**config.mk**
```make
export PLATFORM = sky130hd
export DESIGN_NAME = srate_gen
export DESIGN_NICKNAME = d
export VERILOG_FILES = /design/src/rtl/srate_pkg.sv /design/src/rtl/srate_edge_sync.sv /design/src/rtl/srate_cfg.sv /design/src/rtl/srate_core.sv /design/src/rtl/srate_gen.sv
export SDC_FILE = /design/constraint.sdc
export NUM_CORES = 1
export LEC_CHECK = 0
export BUFFER_PORTS_ARGS = -buffer_cell sky130_fd_sc_hd__buf_2
export CAP_MARGIN = 20
export CORE_UTILIZATION = 40
export CTS_CLUSTER_SIZE = 24
export DETAILED_ROUTE_END_ITERATION = 10
export HOLD_SLACK_MARGIN = 0.03
export PLACE_DENSITY = 0.57
export SLEW_MARGIN = 40
export SYNTH_ARGS = -nofsm -noshare
export SYNTH_HDL_FRONTEND = slang
export SYNTH_SLANG_ARGS = --single-unit
```
**constraint.sdc**
```tcl
create_clock -name clk -period 3.15 [get_ports clk]
set_input_delay 0.4725 -clock clk [delete_from_list [all_inputs] [get_ports clk]]
set_output_delay 0.4725 -clock clk [all_outputs]
set_load 0.02 [all_outputs]
```
**src/rtl/srate_pkg.sv**
```systemverilog
package srate_pkg;

    localparam int DIV_W       = 8;
    localparam int FPER_W      = 12;
    localparam int ADDR_W      = 2;
    localparam int SYNC_STAGES = 2;
    localparam int NUM_PINS    = 3;

    localparam int PIN_R  = 0;
    localparam int PIN_X  = 1;
    localparam int PIN_FS = 2;

    typedef enum logic [1:0] {
        SRC_RSVD = 2'b00,
        SRC_INT  = 2'b01,
        SRC_RPIN = 2'b10,
        SRC_XPIN = 2'b11
    } src_e;

    localparam logic [ADDR_W-1:0] REG_DIV  = 2'd0;
    localparam logic [ADDR_W-1:0] REG_FPER = 2'd1;
    localparam logic [ADDR_W-1:0] REG_CTRL = 2'd2;

    typedef struct packed {
        logic              sync_en;
        src_e              src;
        logic [DIV_W-1:0]  div;
        logic [FPER_W-1:0] fper;
    } cfg_t;

    localparam cfg_t CFG_RESET = '{sync_en: 1'b0, src: SRC_INT, div: '0, fper: '0};

endpackage

```
**src/rtl/srate_edge_sync.sv**
```systemverilog
module srate_edge_sync #(
    parameter int STAGES = 2
) (
    input  logic clk,
    input  logic rst_n,
    input  logic din,
    output logic rise
);
    // STAGES flops of synchronizer plus one history flop for edge detection
    logic [STAGES:0] sh_d, sh_q;

    always_comb begin
        sh_d = {sh_q[STAGES-1:0], din};
    end

    always_ff @(posedge clk or negedge rst_n) begin
        if (!rst_n) sh_q <= '0;
        else        sh_q <= sh_d;
    end

    assign rise = sh_q[STAGES-1] & ~sh_q[STAGES];

endmodule

```
**src/rtl/srate_cfg.sv**
```systemverilog
module srate_cfg
    import srate_pkg::*;
(
    input  logic              clk,
    input  logic              rst_n,
    input  logic              wr,
    input  logic [ADDR_W-1:0] addr,
    input  logic [FPER_W-1:0] wdata,
    input  logic              load,
    output cfg_t              act,
    output logic              err
);
    typedef struct packed {
        cfg_t shadow;
        cfg_t active;
        logic err;
    } cfg_state_t;

    localparam cfg_state_t ST_RESET = '{shadow: CFG_RESET, active: CFG_RESET, err: 1'b0};

    cfg_state_t st_d, st_q;

    always_comb begin
        st_d = st_q;
        if (wr) begin
            case (addr)
                REG_DIV:  st_d.shadow.div  = wdata[DIV_W-1:0];
                REG_FPER: st_d.shadow.fper = wdata;
                REG_CTRL: begin
                    st_d.shadow.src     = src_e'(wdata[1:0]);
                    st_d.shadow.sync_en = wdata[2];
                    if (wdata[1:0] == SRC_RSVD) st_d.err = 1'b1;
                end
                default: ;
            endcase
        end
        // working set moves only at a frame boundary
        if (load) st_d.active = st_q.shadow;
    end

    always_ff @(posedge clk or negedge rst_n) begin
        if (!rst_n) st_q <= ST_RESET;
        else        st_q <= st_d;
    end

    assign act = st_q.active;
    assign err = st_q.err;

endmodule

```
**src/rtl/srate_core.sv**
```systemverilog
module srate_core
    import srate_pkg::*;
(
    input  logic              clk,
    input  logic              rst_n,
    input  logic              tick,
    input  logic              resync,
    input  logic              sync_mode,
    input  logic              rsvd,
    input  logic [DIV_W-1:0]  div,
    input  logic [FPER_W-1:0] fper,
    output logic              clkg,
    output logic              fsg,
    output logic              boundary
);
    localparam int HL_W = DIV_W + 1;

    typedef struct packed {
        logic [DIV_W-1:0]  cnt;
        logic [FPER_W-1:0] fcnt;
        logic              clkg;
        logic              fsg;
    } core_state_t;

    core_state_t st_d, st_q;
    logic [HL_W-1:0] high_len;
    logic [HL_W-1:0] cnt_inc;

    always_comb begin
        high_len = ({1'b0, div} + HL_W'(2)) >> 1;
        cnt_inc  = {1'b0, st_q.cnt} + HL_W'(1);
        st_d     = st_q;
        boundary = 1'b0;
        if (rsvd) begin
            st_d     = '0;
            boundary = 1'b1;
        end else if (resync) begin
            st_d.cnt  = '0;
            st_d.fcnt = '0;
            st_d.clkg = 1'b1;
            st_d.fsg  = 1'b1;
            boundary  = 1'b1;
        end else if (tick) begin
            if (st_q.cnt >= div) begin
                st_d.cnt  = '0;
                st_d.clkg = 1'b1;
                if (sync_mode) begin
                    st_d.fsg = 1'b0;
                end else if (st_q.fcnt >= fper) begin
                    st_d.fcnt = '0;
                    st_d.fsg  = 1'b1;
                    boundary  = 1'b1;
                end else begin
                    st_d.fcnt = st_q.fcnt + 1'b1;
                    st_d.fsg  = 1'b0;
                end
            end else begin
                st_d.cnt  = cnt_inc[DIV_W-1:0];
                st_d.clkg = (cnt_inc < high_len);
            end
        end else if (div == '0) begin
            st_d.clkg = 1'b0;
        end
    end

    always_ff @(posedge clk or negedge rst_n) begin
        if (!rst_n) st_q <= '0;
        else        st_q <= st_d;
    end

    assign clkg = st_q.clkg;
    assign fsg  = st_q.fsg;

endmodule

```
**src/rtl/srate_gen.sv**
```systemverilog
module srate_gen
    import srate_pkg::*;
#(
    parameter int STAGES = SYNC_STAGES
) (
    input  logic              clk,
    input  logic              rst_n,
    input  logic              pclk_en,
    input  logic              rclk_pin,
    input  logic              xclk_pin,
    input  logic              fs_pin,
    input  logic              cfg_wr,
    input  logic [ADDR_W-1:0] cfg_addr,
    input  logic [FPER_W-1:0] cfg_wdata,
    output logic              clkg,
    output logic              fsg,
    output logic              cfg_err
);
    logic [NUM_PINS-1:0] pins;
    logic [NUM_PINS-1:0] pin_rise;
    cfg_t act;
    logic tick, fs_rise, sync_mode, act_rsvd, boundary;

    assign pins = {fs_pin, xclk_pin, rclk_pin};

    for (genvar g = 0; g < NUM_PINS; g++) begin : g_pin
        srate_edge_sync #(.STAGES(STAGES)) u_sync (
            .clk  (clk),
            .rst_n(rst_n),
            .din  (pins[g]),
            .rise (pin_rise[g])
        );
    end

    srate_cfg u_cfg (
        .clk  (clk),
        .rst_n(rst_n),
        .wr   (cfg_wr),
        .addr (cfg_addr),
        .wdata(cfg_wdata),
        .load (boundary),
        .act  (act),
        .err  (cfg_err)
    );

    always_comb begin
        case (act.src)
            SRC_INT:  tick = pclk_en;
            SRC_RPIN: tick = pin_rise[PIN_R];
            SRC_XPIN: tick = pin_rise[PIN_X];
            default:  tick = 1'b0;
        endcase
    end

    assign fs_rise   = pin_rise[PIN_FS];
    assign act_rsvd  = (act.src == SRC_RSVD);
    assign sync_mode = act.sync_en && (act.src == SRC_RPIN || act.src == SRC_XPIN);

    srate_core u_core (
        .clk      (clk),
        .rst_n    (rst_n),
        .tick     (tick),
        .resync   (sync_mode && fs_rise),
        .sync_mode(sync_mode),
        .rsvd     (act_rsvd),
        .div      (act.div),
        .fper     (act.fper),
        .clkg     (clkg),
        .fsg      (fsg),
        .boundary (boundary)
    );

endmodule

```
==> impl_metrics.csv, run 1 <==
group,metric,value,unit
outcome,status,"finished, final reports clean",
floorplanning,row_count,37,
critical_path,end_kind,"register",
job,drv_cap,0,
synthesis,ys_ff_latch,78,
hold_path,hold_path_class,"primary input to asynchronous set/reset pin",
place,dp_cells,524,
synthesis,seq_area_frac_synth,46.0,%
clock_network,cts_resized,0,
synthesis,syn_nets,419,
timing,maxSlewHeadroom,50.2,%
finish,final_util,46.0,%
detailed_routing,drtIter0Drc,133,
finish,drive_gt1_share,27.0,%
detailed_routing,avgViaCountPerCell,5.27,
critical_path,critPathKind,"register to register",
critical_path,cp.arrival,2.91,ns
timing,maxSlewViolCount,0,
clock_network,post_cts_buffers,0,
finish,multi_input_area,0.00213,mm^2
detailed_routing,wirelength,8530,um
grt,grt_first_pass_wirelength,14800,um
detailed_routing,ant_nets,0,
timing,tns,0,ns
synthesis,synthCells,368,
finish,diodes,0,
clock_network,htree_num_levels,3,
critical_path,start_kind,"register",
finish,seq_area,0.00195,mm^2
grt,grt_max_degree,79,
timing,finalWorstSetupSlack,0.485,ns
floorplanning,fp.dieArea,0.0110,mm^2
floorplanning,io_pins,24,
clock_network,clock_latency,0.36,ns
timing,rsz0062_at_grt,"no",
clock_network,path_clk_slew,0.09,ns
clock_network,clock-sinks,78,
clock_network,cts_tree,"yes",
power,ir_drop,317,uV
place,dpl.hpwl,6090,um
synthesis,synth-edff-count,0,
place,gp_congestion,0.822,
clock_network,cts-buffers-inserted,9,
synthesis,synth_warnings,0,
clock_network,holdBufCountCts,0,
power,p_leak,2.26,nW
clock_network,clock_path_buffers,2,
synthesis,syn_area_per_cell,11.5,um^2
timing,clock.fmax,0.375,GHz
critical_path,path_max_fanout,19,
synthesis,synthFlopType,"dfrtp_1",
grt,antenna_found_initial,0,
floorplanning,fp.coreArea,0.0103,mm^2
timing,clock_skew,0.0103,ns
critical_path,worstPathRequired,3.40,ns
detailed_routing,drt_first_pass_iters,4,
synthesis,synth_area_leader_cell,"dfrtp_1",
synthesis,synth.distinct_cells,56,
floorplanning,dieHeight,105,um
grt,grt_pass1_vias,2875,
timing,period_share,84.6,%
finish,fin_cells,540,
detailed_routing,route.detailed.drc,0,
finish,fillers,979,
finish,synthToLayoutAreaGrowth,11.7,%
synthesis,ys_top_cells_by_area,"dfrtp_1 45%, ha_1 8.8%, mux2_4 7.1%",
timing,setup_viol,0,
clock_network,root_buffer,"clkbuf_8",
finish,fin_nets,450,
timing,period_needed,2.66,ns
synthesis,synth_area,0.00425,mm^2
synthesis,synth_top_cell_area_share,44.8,%
detailed_routing,wire_per_inst,15.8,um
place,portBuffers,23,
detailed_routing,vias,2846,
timing,hold_violations,0,
synthesis,synth_async_sr_flop_share,100,%
timing,worstMarginPinSlew,0.739,ns
grt,track_usage,17.2,%
place,dp_slack,0.498,ns
grt,gr-total-overflow,0,
power,cellPowerDensity,888,mW/mm^2
floorplanning,initial_core_util,41.2,%
floorplanning,dieWidth,105,um
## cells by family after synthesis
logic type,Yosys count,synth area share (%)
AOI/OAI and AO/OA,76,14.3
xor gates and xnor gates,11,2.27
adders and majority gates,30,8.83
buffers and inverters,39,3.92
DFF,78,46.0
muxes,46,14.0
and+or+nand+nor,88,10.7
## cell usage in the layout (no fill, tap or decap), drive strengths merged, types with 4 or more instances in the layout
master,n
dfrtp,76
mux2,46
inv,35
ha,30
buf,29
nor2,21
nand2,20
o21ai,20
nand3,14
xnor2,9
a211o,9
a22o,9
clkbuf,9
a21oi,9
nand2b,7
and3,5
o31ai,5
nor3,4
## metrics by stage
stage / power (mW) / hold WS [ns] / instance area (um^2)
after global routing: 4.55 / 0.184 / 4740
after floorplan: 3.00 / 0.177 / 4250
final: 4.21 / 0.109 / 4740
after detailed placement: 3.49 / 0.338 / 4540
after CTS: 4.26 / 0.160 / 4740
after global placement: 3.43 / 0.340 / 4540
## critical path: stages, from the launching register on
cell	delay, ns
dfrtp_1	0.40
inv_1	0.08
ha_1	0.27
nand2b_4	0.13
a2111o_1	0.44
a31o_4	0.28
a41oi_4	0.35
buf_12	0.24
mux2_2	0.35
## metal layers
layer / up-vias / share of wire, % / GRT usage (%)
met4: 0 / 1.2 / 5.13
met5: - / 0 / 0
met3: 10 / 2.4 / 3.93
met2: 30 / 48 / 27.9
met1: 1419 / 49 / 22.8
li1: 1387 / - / -
## registers in the layout, indices dropped and copies added (netlist names)
| signal | cells |
|---|---|
| u_cfg.st_q | 23 |
| u_cfg.act | 23 |
| u_cfg.err | 1 |
| u_core.clkg | 1 |
| g_pin.u_sync.sh_q | 9 |
| u_core.fsg | 1 |
| u_core.st_q | 20 |
## power by group
| group | total, mW | leakage [nW] | switching [mW] | internal [mW] |
|---|---|---|---|---|
| Clock | 0.745 | 0.101 | 0.432 | 0.313 |
| Combinational | 1.94 | 1.20 | 0.988 | 0.957 |
| Sequential | 1.52 | 0.956 | 0.248 | 1.28 |
| Total | 4.21 | 2.26 | 1.67 | 2.55 |
## path summary, 6_finish.rpt
| check | startpoint | to | slack [ns] | cells past startpoint |
|---|---|---|---|---|
| hold / removal | rst_n | u_core.st_q[16] | 0.11 | 1 |
| min in group clk | rclk_pin | g_pin[0].u_sync.sh_q[0] | 0.22 | 1 |
| setup / recovery | u_core.st_q[2] | u_cfg.act[12] | 0.49 | 8 |
| hold reg to reg | g_pin[1].u_sync.sh_q[0] | g_pin[1].u_sync.sh_q[1] | 0.36 | 0 |
| max in group asynchronous | rst_n | g_pin[1].u_sync.sh_q[0] | 2.51 | 1 |
| setup reg to reg | u_core.st_q[2] | u_cfg.act[12] | 0.49 | 8 |
## cell usage after synthesis, types with 3 or more instances
library cell and number:
dfrtp_1 76, ha_1 30, inv_1 30, mux2_2 26, mux2_4 20, nand2_1 20, nor2_1 20, o21ai_0 16
nand3_1 14, a211o_1 9, a22o_1 9, xnor2_1 9, a21oi_1 8, and3_1 5, nand2b_1 5, o31ai_1 5
clkbuf_1 4, nor3_1 4, a21o_1 3, nand4_1 3, nor4_1 3, o211ai_1 3
## cell type report
class / instances / area share, %
tap: 136 / 3.59
sequential: 78 / 41.2
multi-input combinational: 251 / 44.9
inverter: 30 / 2.37
clock inverter: 7 / 1.56
clock buffer: 9 / 2.61
timing repair buffer: 29 / 3.77
Power figures use the tool's default switching activity.
==> run 2, diff against run 1 <==
==> constraint.sdc (replaced) <==
create_clock -name clk -period 2.5 [get_ports clk]
set_input_delay 0.375 -clock clk [delete_from_list [all_inputs] [get_ports clk]]
set_output_delay 0.375 -clock clk [all_outputs]
set_load 0.02 [all_outputs]
==> run 2 against run 1 <==
Cell count increased by 4.6%; fmax increased by 9.5%; flip-flop and latch count unchanged; first-iteration DRC count decreased by 29%; die area unchanged; largest cell class unchanged; count of clock-buffer cells in the layout increased by 2; design area increased by 5.4%; critical endpoint is now u_cfg.act[13]; register-to-register slack got worse by 0.42 ns; via count increased by 2.3%.
==> impl_metrics.csv, run 2 (synthesis gave the netlist of run 1 again) <==
group,metric,value,unit
outcome,status,"finished, final reports clean",
critical_path,cp_common_cell,"buf_12",
timing,period_needed,2.43,ns
critical_path,r2r_slack,0.07,ns
timing,period_share,97.3,%
power,total_power,5.57,mW
clock_network,root_buffer,"clkbuf_8",
floorplanning,row_count,37,
grt,grt_max_degree,42,
grt,track_usage,17.1,%
clock_network,clock_latency,0.35,ns
finish,fillers,945,
place,gp_congestion,0.820,
power,p_leak,2.39,nW
hold_path,hold_path_class,"primary input to register",
clock_network,clock-sinks,78,
critical_path,cp.arrival,2.67,ns
timing,maxSlewHeadroom,52.1,%
clock_network,clock_path_buffers,2,
detailed_routing,wirelength,8730,um
detailed_routing,wire_per_inst,15.5,um
grt,grt_pass1_vias,2916,
detailed_routing,vias,2912,
timing,clock.fmax,0.411,GHz
detailed_routing,drt_first_pass_iters,4,
place,dpl.hpwl,6380,um
timing,hold_violations,0,
finish,fin_area,0.00500,mm^2
finish,synthToLayoutAreaGrowth,17.6,%
finish,final_common_cell,"dfrtp_1",
detailed_routing,route.detailed.drc,0,
clock_network,path_clk_slew,0.08,ns
finish,diodes,0,
critical_path,cpPeakStageDelay,0.40,ns
critical_path,crit_path_cell_trace,"inv_2, ha_4, nand2b_4, a2111o_1, a31o_4, a41oi_4, buf_12, buf_12, mux2_2",
timing,maxSlewViolCount,0,
timing,worstMarginPinSlew,0.710,ns
clock_network,cts_tree,"yes",
critical_path,cpMaxStageDelayCell,"dfrtp_1",
timing,setup_viol,0,
floorplanning,fp.coreArea,0.0103,mm^2
floorplanning,dieWidth,105,um
detailed_routing,ant_nets,0,
timing,clock_skew,0.0104,ns
floorplanning,initial_core_util,41.2,%
clock_network,cts-buffers-inserted,9,
place,dpl-instance-area,0.00471,mm^2
detailed_routing,avgViaCountPerCell,5.15,
critical_path,critPathKind,"register to register",
floorplanning,dieHeight,105,um
floorplanning,io_pins,24,
grt,grt_first_pass_wirelength,14600,um
timing,tns,0,ns
critical_path,path_max_fanout,6,
critical_path,critPathBufInv,3,
place,portBuffers,23,
power,ir_drop,440,uV
power,cellPowerDensity,1120,mW/mm^2
critical_path,crit_family,"compound AO/OA/AOI/OAI gates",
job,drv_cap,0,
critical_path,worstPathRequired,2.73,ns
clock_network,htree_num_levels,3,
finish,final_cell_mix,"76 x dfrtp_1, 29 x inv_1, 29 x ha_1",
grt,gr-total-overflow,0,
critical_path,start_kind,"register",
finish,final_util,48.4,%
finish,drive_gt1_share,31.5,%
detailed_routing,drtIter0Drc,95,
grt,antenna_found_initial,0,
floorplanning,fp.dieArea,0.0110,mm^2
finish,fin_nets,476,
critical_path,end_kind,"register",
run 2: stage by stage:
step | worst slack, ns | instances | hold WS, ns
global route | -0.0223 | 565 | 0.0931
CTS | 0.000289 | 562 | 0.106
global placement | 0.0836 | 545 | 0.340
detailed placement | 0.0104 | 545 | 0.342
floorplan | 0.106 | 368 | 0.0794
finish | 0.0671 | 565 | 0.127
run 2: layer usage:
layer / track usage, % / routed length (um) / up-vias / share of wire (%)
met2: 29.0 / 4300 / 30 / 49
li1: - / - / 1446 / -
met4: 4.83 / 112 / 0 / 1.3
met3: 4.43 / 205 / 11 / 2.3
met1: 21.4 / 4110 / 1425 / 47
met5: 0 / 0 / - / 0
run 2: worst register-to-register path, delay by kind of cell (launching register included):
family,cells,cell delay [ns]
AO/OA/AOI/OAI,3,0.91
adder cells (fa/ha/maj),1,0.19
buffers and inverters,3,0.37
multiplexers,1,0.33
flip-flops,1,0.40
AND/OR/NAND/NOR,1,0.13
run 2: final cells by class:
| class | instances | area (um^2) | area share, % |
|---|---|---|---|
| tap | 136 | 170 | 3.40 |
| timing repair buffer | 55 | 435 | 8.71 |
| clock inverter | 4 | 32.5 | 0.651 |
| clock buffer | 11 | 141 | 2.83 |
| multi-input combinational | 251 | 2150 | 43.1 |
| inverter | 30 | 113 | 2.25 |
| sequential | 78 | 1950 | 39.1 |
run 2: final timing paths:
path | startpoint | cells after the start | endpoint
setup / recovery | u_core.st_q[2] | 9 | u_cfg.act[13]
hold / removal | fs_pin | 1 | g_pin[2].u_sync.sh_q[0]
setup reg to reg | u_core.st_q[2] | 9 | u_cfg.act[13]
hold reg to reg | g_pin[0].u_sync.sh_q[0] | 0 | g_pin[0].u_sync.sh_q[1]
max in group asynchronous | rst_n | 3 | u_cfg.act[20]
min in group asynchronous | rst_n | 2 | u_core.st_q[17]
run 2: report_power, final:
part / leakage (nW) / internal, mW / switching [mW]
combinational: 1.36 / 1.49 / 1.38
sequential: 0.956 / 1.61 / 0.244
clock: 0.0820 / 0.388 / 0.472
run 2: what timing repair did:
item	4_1_cts	5_1_grt
gates resized for setup	1	4
cloned	1	1
endpoints found under the setup margin	2	16
hold buffers	1	0
pin swaps	2	4
hold endpoints to repair	40	0
setup buffers	0	2
